**config.mk**
```make
export PLATFORM = sky130hd
export DESIGN_NAME = owm_uart_master
export DESIGN_NICKNAME = d
export VERILOG_FILES = /design/src/rtl/owm_pkg.sv /design/src/rtl/owm_baud_div.sv /design/src/rtl/owm_tx_shift.sv /design/src/rtl/owm_rx_sample.sv /design/src/rtl/owm_uart_master.sv
export SDC_FILE = /design/constraint.sdc
export NUM_CORES = 1
export LEC_CHECK = 0
export BUFFER_PORTS_ARGS = -buffer_cell sky130_fd_sc_hd__buf_2
export CAP_MARGIN = 20
export CORE_MARGIN = 2
export CORE_UTILIZATION = 40
export CTS_CLUSTER_DIAMETER = 40
export DETAILED_ROUTE_END_ITERATION = 12
export PLACE_DENSITY = 0.68
export SLEW_MARGIN = 40
export SYNTH_ARGS = -nofsm -noshare
export SYNTH_HDL_FRONTEND = slang
export SYNTH_SLANG_ARGS = --single-unit
```
**constraint.sdc**
```tcl
create_clock -name clk -period 6.7 [get_ports clk]
set_input_delay 2.01 -clock clk [delete_from_list [all_inputs] [get_ports clk]]
set_output_delay 2.01 -clock clk [all_outputs]
set_load 0.1 [all_outputs]
```
**src/rtl/owm_pkg.sv**
```systemverilog
`timescale 1ns/1ps
package owm_pkg;
  typedef enum logic [1:0] {
    OP_RESET = 2'd0,
    OP_WRITE = 2'd1,
    OP_READ  = 2'd2,
    OP_NONE  = 2'd3
  } owm_op_e;

  // start + 8 pattern bits + stop
  localparam int FRAME_BITS = 10;
  localparam int PAT_W      = 8;
endpackage

```
**src/rtl/owm_baud_div.sv**
```systemverilog
`timescale 1ns/1ps
// Bit-period counter; the divisor is latched when a frame is loaded.
module owm_baud_div #(
  parameter int DIV_SLOW = 20833,
  parameter int DIV_FAST = 1736,
  localparam int CW = $clog2(DIV_SLOW + 1)
) (
  input  logic clk,
  input  logic rst_n,
  input  logic load,
  input  logic sel_slow,
  input  logic run,
  output logic bit_end,
  output logic mid_tick
);
  logic [CW-1:0] div_q;
  logic [CW-1:0] cnt;

  assign bit_end  = run && (cnt == div_q - 1'b1);
  assign mid_tick = run && (cnt == (div_q >> 1));

  always_ff @(posedge clk) begin
    if (!rst_n) begin
      div_q <= CW'(DIV_FAST);
      cnt   <= '0;
    end else if (load) begin
      div_q <= sel_slow ? CW'(DIV_SLOW) : CW'(DIV_FAST);
      cnt   <= '0;
    end else if (run) begin
      cnt <= bit_end ? '0 : cnt + 1'b1;
    end
  end
endmodule

```
**src/rtl/owm_tx_shift.sv**
```systemverilog
`timescale 1ns/1ps
// Frame shifter: bit 0 of the register is the bit currently on the line.
module owm_tx_shift
  import owm_pkg::*;
(
  input  logic             clk,
  input  logic             rst_n,
  input  logic             load,
  input  logic [PAT_W-1:0] pattern,
  input  logic             shift,
  input  logic             run,
  output logic             drive_low
);
  logic [FRAME_BITS-1:0] sh;

  assign drive_low = run && !sh[0];

  always_ff @(posedge clk) begin
    if (!rst_n) begin
      sh <= '1;
    end else if (load) begin
      sh <= {1'b1, pattern, 1'b0};
    end else if (shift) begin
      sh <= {1'b1, sh[FRAME_BITS-1:1]};
    end
  end
endmodule

```
**src/rtl/owm_rx_sample.sv**
```systemverilog
`timescale 1ns/1ps
// Synchronises the line and collects one sample per frame bit.
// The start-bit sample drops out of the register, so after ten samples
// the register holds {stop, pattern[7:0]}.
module owm_rx_sample
  import owm_pkg::*;
#(
  parameter int SYNC_STAGES = 2
) (
  input  logic             clk,
  input  logic             rst_n,
  input  logic             line,
  input  logic             clear,
  input  logic             sample,
  output logic [PAT_W-1:0] echo,
  output logic             stop_high
);
  logic          line_s;
  logic [PAT_W:0] rx_sh;

  generate
    if (SYNC_STAGES <= 1) begin : g_sync1
      always_ff @(posedge clk) begin
        if (!rst_n) line_s <= 1'b1;
        else        line_s <= line;
      end
    end else begin : g_syncn
      logic [SYNC_STAGES-1:0] sy;
      always_ff @(posedge clk) begin
        if (!rst_n) sy <= '1;
        else        sy <= {sy[SYNC_STAGES-2:0], line};
      end
      assign line_s = sy[SYNC_STAGES-1];
    end
  endgenerate

  always_ff @(posedge clk) begin
    if (!rst_n) begin
      rx_sh <= '1;
    end else if (clear) begin
      rx_sh <= '1;
    end else if (sample) begin
      rx_sh <= {line_s, rx_sh[PAT_W:1]};
    end
  end

  assign echo      = rx_sh[PAT_W-1:0];
  assign stop_high = rx_sh[PAT_W];
endmodule

```
**src/rtl/owm_uart_master.sv**
```systemverilog
`timescale 1ns/1ps
module owm_uart_master
  import owm_pkg::*;
#(
  parameter int          DIV_RST     = 20833,
  parameter int          DIV_BIT     = 1736,
  parameter logic [7:0]  PAT_RESET   = 8'hF0,
  parameter logic [7:0]  PAT_ZERO    = 8'h80,
  parameter logic [7:0]  PAT_ONE     = 8'hFF,
  parameter int          SYNC_STAGES = 2
) (
  input  logic       clk,
  input  logic       rst_n,
  input  logic       cmd_valid,
  output logic       cmd_ready,
  input  logic [1:0] cmd_op,
  input  logic       cmd_bit,
  output logic       bus_drive_low,
  input  logic       bus_in,
  output logic       done,
  output logic       done_presence,
  output logic       done_bit,
  output logic       done_short
);
  localparam int BW = $clog2(FRAME_BITS);
  localparam logic [BW-1:0] LAST_BIT = BW'(FRAME_BITS - 1);

  logic             busy;
  logic [BW-1:0]    bit_idx;
  owm_op_e          op_q;
  logic             accept;
  logic             start;
  logic [PAT_W-1:0] pattern;
  logic             bit_end;
  logic             mid_tick;
  logic [PAT_W-1:0] echo;
  logic             stop_high;

  assign cmd_ready = !busy;
  assign accept    = cmd_valid && cmd_ready;
  assign start     = accept && (owm_op_e'(cmd_op) != OP_NONE);

  always_comb begin
    case (owm_op_e'(cmd_op))
      OP_RESET: pattern = PAT_RESET;
      OP_WRITE: pattern = cmd_bit ? PAT_ONE : PAT_ZERO;
      default:  pattern = PAT_ONE;
    endcase
  end

  owm_baud_div #(
    .DIV_SLOW (DIV_RST),
    .DIV_FAST (DIV_BIT)
  ) u_div (
    .clk      (clk),
    .rst_n    (rst_n),
    .load     (start),
    .sel_slow (owm_op_e'(cmd_op) == OP_RESET),
    .run      (busy),
    .bit_end  (bit_end),
    .mid_tick (mid_tick)
  );

  owm_tx_shift u_tx (
    .clk       (clk),
    .rst_n     (rst_n),
    .load      (start),
    .pattern   (pattern),
    .shift     (bit_end),
    .run       (busy),
    .drive_low (bus_drive_low)
  );

  owm_rx_sample #(
    .SYNC_STAGES (SYNC_STAGES)
  ) u_rx (
    .clk       (clk),
    .rst_n     (rst_n),
    .line      (bus_in),
    .clear     (start),
    .sample    (mid_tick),
    .echo      (echo),
    .stop_high (stop_high)
  );

  always_ff @(posedge clk) begin
    if (!rst_n) begin
      busy          <= 1'b0;
      bit_idx       <= '0;
      op_q          <= OP_RESET;
      done          <= 1'b0;
      done_presence <= 1'b0;
      done_bit      <= 1'b0;
      done_short    <= 1'b0;
    end else begin
      done          <= 1'b0;
      done_presence <= 1'b0;
      done_bit      <= 1'b0;
      done_short    <= 1'b0;
      if (start) begin
        busy    <= 1'b1;
        bit_idx <= '0;
        op_q    <= owm_op_e'(cmd_op);
      end else if (busy && bit_end) begin
        if (bit_idx == LAST_BIT) begin
          busy          <= 1'b0;
          done          <= 1'b1;
          done_presence <= (op_q == OP_RESET) && (echo != PAT_RESET);
          done_bit      <= (op_q == OP_READ) && (echo == PAT_ONE);
          done_short    <= !stop_high;
        end else begin
          bit_idx <= bit_idx + 1'b1;
        end
      end
    end
  end
endmodule

```
==> run metrics, run 1 <==
status=completed; Yosys reg bits=between 40 and 50; crit start category=flop; setup TNS=0 ns; r2r endpoint=bit_idx[2]; Arr. time, crit path=1.57 ns; CTS Buffer Depth=2; async set or reset register ratio after synthesis=0; top-area cell type share of the netlist area=0.445; DRT Pass-1 Iters=4; DR DRC count=0; Layout Nets=259; Num CTS Buffers=5; Syn Inst Count=approximately 240; ys flop type=dfxtp_1; routability cong.=0.841; first-pass GRT wire length=about 7200 um; Leakage=slightly above 0.9 nW; top cells by count, synth=dfxtp_1 (47), nand2_1 (27), nor2_1 (20), nand4_1 (11), o21ai_0 (11); first-iteration detailed-routing DRC count=76; final wirelength=4010 um; GRT Total Usage=0.150; Starting Density=0.414; number of library cell types mapped by synthesis=42; power per cell area=218 nW/um2; crit path from=busy; Ports=13; RSZ-0062 raised after global routing=no; min-delay worst type=flop to flop; pin count of the biggest net entering global routing=24; crit path to=bus_drive_low; min Tclk post-route=3.58 ns; Final Hold Fails=0; site row count=26; ANT cells=0; layout cells sized above 1=0.0891; PortBufs=12; post-synthesis sequential area ratio=0.445; syn avg cell area=8.84 um2; Yosys top cell by area=dfxtp_1; largest cells by area after synthesis=dfxtp_1 (45%), nand2_1 (4.8%), mux2i_1 (4.7%); synthesized area=2110 um2; full die area=5880 um2; EDFF count, synth=0; Critical R2R Launch=u_div.div_q[12]; Worst Reg-to-Reg Cells=8; Avg WL per Cell=12.7 um; crit end category=output port; worst hold start=u_rx.g_syncn.sy[0]; CTS tree=yes; core area=5110 um2; Final Setup Violations=0; max_cap viols=0; Via Count=1700; total clock sinks=47; vias in the first global route=about 1500; Clock H-tree levels=2; die width=roughly 77 um; dpl hpwl=~2800 um; postcts setup bufs=0; syn_nets=~250; initial antenna violation count=0; Slew @ Worst Pin=0.634 ns; Post-CTS Hold Buffers=0; worst vdd ir=0.000132 V; Max Slew Vio Count=0; CP Class=flop to output port; max frequency=roughly 0.28 GHz; vias per inst=about 5.4; antenna viol nets, final=0; worst-skew pair later-pin latency=0.30 ns; CTS resizes=0; clk root buf=clkbuf_8; most common cell in the netlist=dfxtp_1; Period Utilization, post-route=0.535; register-to-register setup slack=~4 ns; synth warn=0; clock-pin transition on the worst setup and hold timing paths=around 0.090 ns; Worst EP required=4.69 ns; grt total ovfl=0; relative slew slack=0.576; total chip power=0.501 mW; skew final=0.00620 ns; DIE HEIGHT=76.7 um; area added between synthesis and finish=8.82%; CP max FO=10
==> power breakdown <==
group	total, mW	switching, mW	internal, mW
Combinational	0.0353	0.0228	0.0125
Clock	0.173	0.0985	0.0748
Sequential	0.292	0.00608	0.286
==> state kept, by name (all words and copies together), names as in the netlist, 2 cells and up <==
register         cells
u_div.div_q          2
u_rx.rx_sh           9
u_div.cnt           15
u_rx.g_syncn.sy      2
bit_idx              4
u_tx.sh              8
op_q                 2
==> cell usage in the layout, fill, tap and decap left out, types with 3 or more instances in the layout <==
master     netlist  final
nor3_1           5      5
nor4_1           3      3
inv_1            9      9
a2bb2oi_1        4      4
mux2i_1         10     10
ha_1             6      6
a21oi_1         10     10
xnor2_1          5      5
nor2_1          20     20
xor2_1          10     10
buf_2            3     12
nand4_1         11     11
and4_1           3      3
dfxtp_1         47     47
or4_1            5      5
nand2b_1         3      3
clkbuf_8         0      5
nand3_1          8      8
nand2_1         27     27
o21ai_0         11     11
or3_1            3      3
==> worst min path at each step <==
stage / depth (start not counted) / end / slack [ns]
after floorplan: 1 / u_rx.g_syncn.sy[1] / 0.39
after global placement: 1 / u_rx.g_syncn.sy[1] / 0.39
after detailed placement: 1 / u_rx.g_syncn.sy[1] / 0.40
after CTS: 1 / u_rx.g_syncn.sy[1] / 0.42
after global routing: 1 / u_rx.g_syncn.sy[1] / 0.46
final: 1 / u_rx.g_syncn.sy[1] / 0.42
==> critical path: stages (launching register included) <==
cell and delay, ns:
dfxtp_1 0.54, inv_1 0.19, nor2_1 0.12, buf_2 0.43
==> stage by stage <==
step                      utilization  area [um2]  hold slack [ns]  worst slack [ns]  std cells
after floorplan                     -        2110            0.386              2.28        239
after global placement          0.432        2210            0.391              3.00        309
after detailed placement        0.432        2210            0.402              2.97        309
after CTS                       0.450        2300            0.424              3.11        317
after global routing            0.450        2300            0.464              2.98        317
final                           0.450        2300            0.418              3.12        317
==> metal layers <==
layer / GRT usage / wire [um] / part of all wire
met5: 0 / 0 / 0
met4: 0.0545 / 34 / 0.0085
met3: 0.0318 / 196 / 0.049
met2: 0.221 / 1790 / 0.45
met1: 0.215 / 1990 / 0.50
==> cells by family (layout without fill, tap and decap cells) <==
kind of cell / after synthesis / count (layout) / synth area share
XOR/XNOR: 15 / 15 / 0.0622
AND/OR/NAND/NOR: 99 / 99 / 0.240
flip-flops: 47 / 47 / 0.445
adder cells (fa/ha/maj): 6 / 6 / 0.0355
AO/OA/AOI/OAI: 40 / 40 / 0.125
buffers and inverters: 22 / 30 / 0.0444
multiplexers: 10 / 10 / 0.0474
==> final cells by class <==
type                            instances  area [um2]
Fill cell                             501        2810
Tap cell                               70        87.6
Clock inverter                          3        22.5
Sequential cell                        47         941
Timing Repair Buffer                   13        67.6
Clock buffer                            5        68.8
Multi-Input combinational cell        170        1080
Inverter                                9        33.8
Power figures use the tool's default switching activity.
==> inputs of run 2 (changes only) <==
==> constraint.sdc (replaced) <==
create_clock -name clk -period 3.4 [get_ports clk]
set_input_delay 1.02 -clock clk [delete_from_list [all_inputs] [get_ports clk]]
set_output_delay 1.02 -clock clk [all_outputs]
set_load 0.1 [all_outputs]
==> run 2 against run 1 <==
  * First-iteration DRC count is 7.9% lower
  * Die area unchanged
  * Setup slack got worse by 2.5 ns
  * Critical path depth grew 5
  * Sequential power rose by 97%
  * Clock power is 100% higher
  * Sequential share of layout area about the same
  * Critical path type is now flop to flop
  * Largest power group unchanged
==> run metrics, run 2 (same netlist as run 1, synthesis figures left out) <==
Layout Nets=approximately 260; postcts setup bufs=0; min-delay worst type=flop to flop; PortBufs=12; Largest Register=u_div.cnt; antenna viol nets, final=0; ANT cells=0; Period Utilization, post-route=0.809; crit start category=flop; DR DRC count=0; pin count of the biggest net entering global routing=19; Max Slew Vio Count=0; r2r endpoint=u_tx.sh[5]; CTS Buffer Depth=2; filler cell count=512; status=completed; first-iteration detailed-routing DRC count=70; CTS resizes=0; DRT Pass-1 Iters=4; leading cell type in the layout, fill and taps excluded=dfxtp_1; dpl hpwl=2800 um; Avg WL per Cell=between 10 and 15 um; total clock sinks=47; worst-skew pair later-pin latency=between 0.3 and 0.4 ns; vias in the first global route=1545; Clock H-tree levels=2; Leakage=0.908 nW; Final Hold Fails=0; max reg flops=15; CP Cell Sequence=inv_1, ha_1, or3b_1, a222oi_1, o211ai_1, buf_4, and3_1, a211o_1; total chip power=0.995 mW; Worst Reg-to-Reg Cells=8; GRT Total Usage=0.150; min Tclk post-route=2.75 ns; skew final=between 0.008 and 0.009 ns; vias per inst=roughly 5.3; CP max stage delay=0.42 ns; setup TNS=0 ns; CP max-delay cell=dfxtp_1; relative slew slack=0.454; Num CTS Buffers=5; CTS tree=yes; full die area=5880 um2; core area=around 5000 um2; crit end category=flop; initial antenna violation count=0; crit path from=u_div.div_q[12]; routability cong.=0.759; worst vdd ir=0.000245 V; final wirelength=4060 um; first-pass GRT wire length=7220 um; register area=about 940 um2; Arr. time, crit path=2.95 ns; worst hold start=u_rx.g_syncn.sy[0]; Slew @ Worst Pin=0.816 ns; Hold Crit Depth=1; Critical R2R Launch=u_div.div_q[12]; hold slack final=0.414 ns; power per cell area=432 nW/um2; multi-input combinational cell area=1080 um2; Final Setup Violations=0; Post-CTS Hold Buffers=0; Starting Density=0.414; Ports=13; DIE HEIGHT=76.7 um; CP Class=flop to flop; register-to-register setup slack=roughly 0.65 ns; max frequency=around 0.36 GHz; max_cap viols=0; largest registers=u_div.cnt x15, u_rx.rx_sh x9, u_tx.sh x8; clock-pin transition on the worst setup and hold timing paths=roughly 0.09 ns; Via Count=1687; CP max FO=12; grt total ovfl=0; most frequent cells in the layout=dfxtp_1 (47), nand2_1 (27), nor2_1 (19); die width=76.7 um; area added between synthesis and finish=8.94%; site row count=26; RSZ-0062 raised after global routing=no; clk root buf=clkbuf_8; Worst EP required=3.60 ns; Hold Crit Endpoint=u_rx.g_syncn.sy[1]; layout cells sized above 1=0.0931
==> run 2: how the worst max path moves through the flow <==
stage                                to  slack, ns  cells after the start
after floorplan           bus_drive_low       0.43                      3
final                        u_tx.sh[5]       0.65                      8
after detailed placement     u_tx.sh[6]       0.60                      6
after global routing         u_tx.sh[6]       0.47                      8
after CTS                    u_tx.sh[5]       0.68                      8
after global placement       u_tx.sh[6]       0.61                      6
==> run 2: worst max-delay path: cells and delay by family (launching register included) <==
family | cells | cell delay [ns]
AOI/OAI and AO/OA | 3 | 1.05
adders and majority gates | 1 | 0.22
buffers and inverters | 2 | 0.43
DFF | 1 | 0.42
and+or+nand+nor | 2 | 0.52
==> run 2: final cells by class <==
cell class / count / share of cell area
Sequential cell: 47 / 0.409
Inverter: 9 / 0.0147
Clock inverter: 3 / 0.00978
Multi-Input combinational cell: 170 / 0.470
Tap cell: 70 / 0.0380
Clock buffer: 5 / 0.0299
Timing Repair Buffer: 13 / 0.0293
==> run 2: power by group <==
| part | switching [mW] | total, mW | internal, mW |
|---|---|---|---|
| Combinational | 0.0474 | 0.0721 | 0.0247 |
| Clock | 0.198 | 0.347 | 0.149 |
| Sequential | 0.0124 | 0.576 | 0.563 |
| Total | 0.258 | 0.995 | 0.737 |
==> run 2: layer usage <==
layer  up-vias  part of all wire  GRT usage
met5         -                 0          0
met4         0             0.017     0.0655
met3         6             0.031     0.0294
met2        31              0.45      0.229
met1       792              0.50      0.205
li1        858                 -          -
==> run 2: stage by stage <==
step / worst slack (ns) / util / cells / cell area (um2)
2_1_floorplan: 0.425 / - / 239 / 2120
3_3_place_gp: 0.613 / 0.433 / 309 / 2210
3_5_place_dp: 0.603 / 0.433 / 309 / 2210
4_1_cts: 0.681 / 0.451 / 317 / 2300
5_1_grt: 0.471 / 0.451 / 317 / 2300
6_report: 0.649 / 0.451 / 317 / 2300
